==> src/rtl/hbm_pkg.sv <==
package hbm_pkg;
  localparam int ADDR_W = 13;
  localparam int WIN_W  = 12;
  localparam int DATA_W = 8;
  localparam int BANK_W = 3;
  localparam int RAM_AW = 8;
  localparam int REGION_W = WIN_W - RAM_AW;

  typedef struct packed {
    logic              ramWrite;
    logic              ramRead;
    logic              romRead;
    logic              zeroRead;
    logic [BANK_W-1:0] romBank;
  } hbmStrobes_t;

  function automatic logic [DATA_W-1:0] romByte(logic [BANK_W-1:0] bank,
                                                logic [WIN_W-1:0] off);
    return off[DATA_W-1:0] ^ {bank, 1'b0, off[WIN_W-1:RAM_AW]};
  endfunction
endpackage

==> src/rtl/hbm_control.sv <==
module hbm_control
  import hbm_pkg::*;
#(
  parameter logic [WIN_W-1:0] HOT_FIRST = 12'hFF5,
  parameter int               BANKS_MAX = 7
) (
  input  logic              clk,
  input  logic              rstN,
  input  logic              cartSel,
  input  logic              busWrite,
  input  logic [WIN_W-1:0]  addrLow,
  input  logic              bankLock,
  input  logic              sevenBanks,
  output hbmStrobes_t       strobes,
  output logic [BANK_W-1:0] bankNum
);
  localparam logic [REGION_W-1:0] REG_WPORT = '0;
  localparam logic [REGION_W-1:0] REG_RPORT = REGION_W'(1);

  logic [BANKS_MAX-1:0] hotGo;
  logic [BANK_W-1:0]    nextBank;
  logic [REGION_W-1:0]  region;

  // Trigger compare per bank; the top bank is gated by the bank-count input.
  genvar b;
  generate
    for (b = 0; b < BANKS_MAX; b++) begin : g_hot
      localparam logic [WIN_W-1:0] HOT_ADDR = HOT_FIRST + WIN_W'(b);
      if (b == BANKS_MAX - 1) begin : g_last
        assign hotGo[b] = (addrLow == HOT_ADDR) && sevenBanks;
      end else begin : g_base
        assign hotGo[b] = (addrLow == HOT_ADDR);
      end
    end
  endgenerate

  always_comb begin
    nextBank = bankNum;
    if (cartSel && !bankLock) begin
      for (int k = 0; k < BANKS_MAX; k++) begin
        if (hotGo[k]) nextBank = BANK_W'(k);
      end
    end
  end

  assign region = addrLow[WIN_W-1:RAM_AW];

  always_comb begin
    strobes.ramWrite = cartSel && busWrite && (region == REG_WPORT);
    strobes.zeroRead = cartSel && !busWrite && (region == REG_WPORT);
    strobes.ramRead  = cartSel && !busWrite && (region == REG_RPORT);
    strobes.romRead  = cartSel && !busWrite && (region > REG_RPORT);
    strobes.romBank  = nextBank;
  end

  always_ff @(posedge clk) begin
    if (!rstN) bankNum <= '0;
    else       bankNum <= nextBank;
  end
endmodule

==> src/rtl/hbm_datapath.sv <==
module hbm_datapath
  import hbm_pkg::*;
(
  input  logic              clk,
  input  logic              rstN,
  input  hbmStrobes_t       strobes,
  input  logic [WIN_W-1:0]  addrLow,
  input  logic [DATA_W-1:0] wrData,
  output logic [DATA_W-1:0] rdData
);
  localparam int RAM_DEPTH = 1 << RAM_AW;

  logic [DATA_W-1:0] ramArr [RAM_DEPTH];
  logic [RAM_AW-1:0] ramIdx;

  assign ramIdx = addrLow[RAM_AW-1:0];

  always_ff @(posedge clk) begin
    if (strobes.ramWrite) ramArr[ramIdx] <= wrData;
  end

  always_ff @(posedge clk) begin
    if (!rstN)                 rdData <= '0;
    else if (strobes.ramRead)  rdData <= ramArr[ramIdx];
    else if (strobes.zeroRead) rdData <= '0;
    else if (strobes.romRead)  rdData <= romByte(strobes.romBank, addrLow);
  end
endmodule

==> src/rtl/hot_bank_mapper.sv <==
module hot_bank_mapper
  import hbm_pkg::*;
#(
  parameter logic [WIN_W-1:0] HOT_FIRST = 12'hFF5,
  parameter int               BANKS_MAX = 7
) (
  input  logic              clk,
  input  logic              rstN,
  input  logic              cartSel,
  input  logic              busWrite,
  input  logic [ADDR_W-1:0] addrIn,
  input  logic [DATA_W-1:0] wrData,
  output logic [DATA_W-1:0] rdData,
  input  logic              bankLock,
  input  logic              sevenBanks,
  output logic [BANK_W-1:0] bankNum
);
  hbmStrobes_t      strobes;
  logic [WIN_W-1:0] addrLow;

  assign addrLow = addrIn[WIN_W-1:0];

  hbm_control #(.HOT_FIRST(HOT_FIRST), .BANKS_MAX(BANKS_MAX)) u_ctrl (
    .clk(clk), .rstN(rstN), .cartSel(cartSel), .busWrite(busWrite),
    .addrLow(addrLow), .bankLock(bankLock), .sevenBanks(sevenBanks),
    .strobes(strobes), .bankNum(bankNum)
  );

  hbm_datapath u_data (
    .clk(clk), .rstN(rstN), .strobes(strobes), .addrLow(addrLow),
    .wrData(wrData), .rdData(rdData)
  );
endmodule

==> config.mk <==
export PLATFORM = sky130hd
export DESIGN_NAME = hot_bank_mapper
export DESIGN_NICKNAME = d
export VERILOG_FILES = /design/src/rtl/hbm_pkg.sv /design/src/rtl/hbm_control.sv /design/src/rtl/hbm_datapath.sv /design/src/rtl/hot_bank_mapper.sv
export SDC_FILE = /design/constraint.sdc
export NUM_CORES = 2
export LEC_CHECK = 0
export ABC_AREA = 1
export BUFFER_PORTS_ARGS = -buffer_cell sky130_fd_sc_hd__buf_4
export CAP_MARGIN = 10
export CORE_ASPECT_RATIO = 1.25
export CORE_UTILIZATION = 37
export CTS_CLUSTER_SIZE = 30
export DETAILED_ROUTE_END_ITERATION = 6
export HOLD_SLACK_MARGIN = 0.08
export PLACE_DENSITY = 0.59
export SLEW_MARGIN = 40
export SYNTH_ARGS = -nofsm -noshare
export SYNTH_HDL_FRONTEND = slang
export SYNTH_SLANG_ARGS = --single-unit
==> constraint.sdc <==
create_clock -name clk -period 2.3 [get_ports clk]
set_input_delay 0.115 -clock clk [delete_from_list [all_inputs] [get_ports clk]]
set_output_delay 0.115 -clock clk [all_outputs]
set_load 0.005 [all_outputs]
## Word-level counts from Yosys, hierarchy flattened

Memory sizes are Yosys's and may differ from the RTL's.
Cells that the tools add are included.

| word-level totals | value |
|---|---|
| flip-flop bits (word level) | 11 |
| memory bits (writable) | 2,048 |
| output and inout port bits | 11 |
| memories | 1 |

Memory list:

| memory | words | width | read ports | clocked after memory_dff | wr ports | RTL line | RTL |
|---|---|---|---|---|---|---|---|
| u_data.ramArr | 256 | 8 | 1 | 0 | 1 | hbm_datapath.sv:13 | `logic [DATA_W-1:0] ramArr [RAM_DEPTH];` |

| cells by class | value |
|---|---|
| magnitude comparators | 1 |
| eq/ne operators | 8 |
| muxes and demuxes | 13 |
| bitwise gates (word level) | 1 |
| reduce and logical (&&, ||, !) cells | 12 |

Operators by type and width:

| kind | number |
|---|---|
| 12-bit == test (second input constant) | 7 |
| 3-bit two-way mux | 8 |
| 8-bit two-way mux | 3 |
| 1-bit logical AND | 8 |
| 8-bit bitwise XOR | 1 |
| 4-bit by 1-bit == test with 1-bit output (second input constant) | 1 |
| 4-bit by 1-bit greater-than comparator with 1-bit output (second input constant) | 1 |
| 4-bit logical NOT | 1 |
| 3-bit nonzero test | 1 |
| 1-bit logical NOT | 2 |
| 1-bit two-way mux | 2 |

## Logic depth before layout (Yosys ltp)

| depth | value |
|---|---|
| word-level depth | 13 |
| depth in mapped cells | 20 |
| depth with buffers taken out | 18 |

## Cells and area by module

A second synthesis with hierarchy kept.

| second synthesis, totals | value |
|---|---|
| cell total of the unflattened synthesis | 8,287 |
| area total of the unflattened synthesis | 85,943.7 um^2 |

By module, submodules not included:

| module | instances | cells an instance | area each (um^2) |
|---|---|---|---|
| hbm_datapath | 1 | 8,210 | 85,548.3 |
| hbm_control | 1 | 77 | 395.4 |

## Worst setup path after synthesis

OpenSTA, ideal clock, no wires.

| timing | value |
|---|---|
| path type | input port to flip-flop |
| start | input addrIn[0] |
| end | memory u_data.ramArr[112][0] (enable) |
| setup time | 370 ps |
| arrival | 1,771 ps |
| required time | 1,930 ps |
| slack | 159 ps |
| cell stages on the path | 8 |
| path buffers | 4 |
| path through | buf_4 > nor2_4 > buf_4 > clkbuf_1 > and2_1 > nand2_1 > clkbuf_1 > nor2_1 |

RTL lines:

| what | RTL line | RTL |
|---|---|---|
| start: declaration | hot_bank_mapper.sv:11 | `input logic [ADDR_W-1:0] addrIn,` |
| end: declaration | hbm_datapath.sv:13 |  |

Straight into the memory's write port.

## Final worst setup path

| timing | value |
|---|---|
| start | input addrIn[3] |
| end | register u_data.rdData[7] |

| on the way | value |
|---|---|
| longest elaborated chain between the ends | 13 |
| elaborated cells on any way between the ends | 21 |
| classes of those cells | eq/ne: 7; mux: 11; bitwise: 1; reduce/logical: 1; memory: 1 |

RTL lines:

| what | RTL line | RTL |
|---|---|---|
| 12-bit == test | hbm_control.sv:32 | `assign hotGo[b] = (addrLow == HOT_ADDR);` |
| 3-bit two-way mux (7 in a row) | hbm_control.sv:41 | `if (hotGo[k]) nextBank = BANK_W'(k);` |
| 3-bit two-way mux | hbm_control.sv:39 | `if (cartSel && !bankLock) begin` |
| 8-bit bitwise XOR | hbm_pkg.sv:19 | `return off[DATA_W-1:0] ^ {bank, 1'b0, off[WIN_W-1:RAM_AW]};` |
| 8-bit two-way mux | hbm_datapath.sv:26 | `else if (strobes.romRead) rdData <= romByte(strobes.romBank, addrLow);` |
| 8-bit two-way mux | hbm_datapath.sv:25 | `else if (strobes.zeroRead) rdData <= '0;` |
| 8-bit two-way mux * | hbm_datapath.sv:24 | `else if (strobes.ramRead) rdData <= ramArr[ramIdx];` |
| end signal: assignment | hbm_datapath.sv:24 |  |
| end signal: assignment | hbm_datapath.sv:26 |  |
| end: declaration | hbm_datapath.sv:9 | `output logic [DATA_W-1:0] rdData` |

Every way passes the cells marked *; elsewhere a longest branch is shown, timed or not. The select of a mux whose other input is x is not followed.
A chain may end at the register's enable or synchronous reset.

==> impl_results.md <==
* Root Driver: clkbuf_16
* Netlist cell types at 29
* CP max-delay cell: dlygate4sd3_1
* Worst slew pin tran at 0.889 ns
* Most common cell after layout, fill and taps aside: nand2_1
* DIE WIDTH at 419 µm
* Antenna Nets Post-Route at 0
* Final Power at 0.0774 W
* Hpwl dp at 157,000 µm
* Worst r2r src: u_data.ramArr[165][0]
* Die ar. at 220,000 µm²
* Final setup TNS at 0 ns
* Worst Path Arrival at 2.95 ns
* Max-slew headroom at 40.7%
* FF-to-FF End: u_data.rdData[0]
* H-tree lvl count at 4
* Critical path's top delay family: buffers and inverters
* Routed wire length at 241,000 µm
* Worst setup EP type: flop
* Overflow left after global routing at 0
* Post-Synthesis Cells at 6,456
* Worst setup startpoint: addrIn[3]
* Final worst setup slack at 0.0558 ns
* Vias/cell at 5.19
* Max IR drop VDD at 0.000589 V
* Final hold vios at 0
* Longest Clk Path Bufs at 4
* DIE HEIGHT at 524 µm
* Largest net degree at the start of global routing at 93
* Layout cells sized above 1 at 15.4%
* 1st-pass router iterations at 6
* Max stage delay on crit path at 0.56 ns
* Average size of a mapped cell at 12.5 µm²
* Worst R2R Setup Slack at 0.11 ns
* Clock Sinks at 2,059
* Crit start category: primary input
* Routed WL per cell at 23.5 µm
* GRT Total Usage at 21.6%
* # Post-CTS Setup Buffers at 0
* Tmin final at 2.24 ns
* Post-place setup slack at -0.762 ns
* Max-cap viol count at 0
* Crit Path Class: in -> reg
* Antenna violations before repair at 5
* Status: completed
* Syn_nets at 6,483
* Max Fclk at 446 MHz
* RSZ-0062 raised after global routing: false
* FF+latch count, synth at 2,059
* PortBufs at 36
* Endpoints failing setup at 0
* Worst-Skew Late Latency at 0.82 ns
* Required @ worst endpoint at 3.01 ns
* Period utilization at 97.6%
* GPL Wtd Cong at 0.930
* Cell Chain, Critical Path: buf_4 -> inv_1 -> buf_4 -> nor2_4 -> buf_4 -> buf_4 -> nand2_1 -> inv_1 -> nand3_1 -> nand2_1 -> inv_1 -> nand2_1 -> o21ai_0 -> nand2_1 -> nand2_1 -> dlygate4sd3_1 -> a31oi_1 -> a21oi_1
* Worst hold path class: in -> reg
* Final setup skew at 0.0387 ns
* Leak at 35.0 nW
* WHS at 0.186 ns
* Crit path top cell by count: nand2_1
* Yosys warnings at 0
* Vias in the first global route at 52,600
* Clk slew on worst S/H paths at 0.06 ns
* Mapped Area at 80,600 µm²
* Post-synthesis sequential area ratio at 76.6%
* Critical Path Fanout Max at 7
* Critical path buffer and inverter count at 8
* Iter 0 DRT Violations at 5,495
* CTS tree: built
* Via count at 53,100
* DR DRC count at 0
* Worst r2r path cells at 13
* Initial core utilization at 37.2%
* Power Density at 798 nW/µm²
* First-pass GRT wire length at 350,000 µm
* CP Depth at 18
* Row Count at 191
* Total core area at 217,000 µm²
* Crit path to: u_data.rdData[7]
* P&R area growth vs syn at 20.3%
* Final nets at 7,218
* Most frequent cells in the layout: nand2_1, edfxtp_1, buf_4, nor2_1, nand4_1
* I/O pin count at 38
* Fin. max-slew vios at 0
* Number of CTS-inserted buffers at 196
## timing repair
action,4_1_cts,5_1_grt
endpoints found under the setup margin,0,5
hold endpoints to repair,1881,0
resized for setup,0,6
hold buffers,36,0
## metal layers
layer,global-route usage [%],wire length [µm],vias up
li1,-,-,24100
met3,2.65,15000,499
met1,26.6,92200,26500
met2,37.4,120000,2001
met4,11.0,13400,2
met5,0,13,-
## cells by family after synthesis
| kind of cell | after synthesis | share of synthesized area (%) |
|---|---|---|
| AOI/OAI and AO/OA | 377 | 3.19 |
| xor gates and xnor gates | 4 | 0.0435 |
| buffers and inverters | 380 | 2.20 |
| DFF | 2059 | 76.6 |
| and+or+nand+nor | 3636 | 18.0 |
## registers in the layout (all words and copies together) (netlist names)
register / count
u_data.ramArr: 2048
u_ctrl.bankNum: 3
u_data.rdData: 8
## layout make-up
| class | instances | area (µm²) |
|---|---|---|
| Antenna cell | 2 | 5.00 |
| Clock buffer | 244 | 5180 |
| Clock inverter | 98 | 897 |
| Fill cell | 19500 | 120000 |
| Inverter | 42 | 190 |
| Multi-Input combinational cell | 4017 | 17200 |
| Sequential cell | 2059 | 61700 |
| Tap cell | 2895 | 3620 |
| Timing Repair Buffer | 875 | 8160 |
## worst min-delay path by stage
stage / start / to / slack, ns / cells after the start
6_report: addrIn[6] / u_data.ramArr[177][6] / 0.19 / 5
3_5_place_dp: rstN / u_data.rdData[1] / 0.43 / 3
5_1_grt: addrIn[6] / u_data.ramArr[177][6] / 0.17 / 5
2_1_floorplan: wrData[0] / u_data.ramArr[0][0] / 0.21 / 0
4_1_cts: addrIn[6] / u_data.ramArr[177][6] / 0.12 / 5
3_3_place_gp: rstN / u_data.rdData[7] / 0.43 / 3
## worst reg2reg max path: stages (launching register included)
cell      delay [ns]
edfxtp_1        0.38
nand2_1         0.08
a21oi_1         0.06
o21ai_0         0.22
nand2_1         0.13
nor2_1          0.14
nor2_1          0.06
nor2_1          0.35
buf_4           0.20
nand2_1         0.06
nand2_1         0.11
nand2_1         0.08
o21ai_1         0.13
a21oi_1         0.08
## metrics by stage
stage	instances	util [%]	instance area [µm²]
CTS	10200	44.8	97000
global route	10200	44.8	97000
floorplan	6456	-	80600
finish	10200	44.8	97000
detailed placement	9852	41.8	90500
global placement	9852	41.8	90500
## power breakdown
| part | switching [W] | leakage [nW] | total [W] | internal [W] |
|---|---|---|---|---|
| sequential | 0.0000420 | 18.5 | 0.0413 | 0.0412 |
| combinational | 0.00325 | 13.6 | 0.00474 | 0.00149 |
| clock | 0.0137 | 2.95 | 0.0314 | 0.0177 |
## Yosys cell counts
cell type	number	share of area [%]
a211oi_1	1	0.0093
o31ai_1	1	0.0093
inv_2	5	0.023
o21ai_1	17	0.11
buf_1	19	0.088
and2_1	1	0.0078
a22oi_1	270	2.5
nor3_1	2	0.012
dfxtp_1	11	0.27
o21ai_0	54	0.34
buf_2	192	1.2
inv_4	1	0.0078
clkinv_1	12	0.056
nand2_2	1	0.0078
a21oi_1	33	0.20
a31oi_1	1	0.0078
nor4_2	1	0.016
edfxtp_1	2048	76
nor2_4	2	0.028
buf_6	5	0.070
nand4_1	303	2.4
clkbuf_1	105	0.49
nor2_1	518	2.4
nand3_1	45	0.28
xor2_1	4	0.043
nand2_1	2761	13
inv_1	24	0.11
buf_4	17	0.16
nor2_2	2	0.016
No activity file was read; power rests on OpenSTA's default activity.
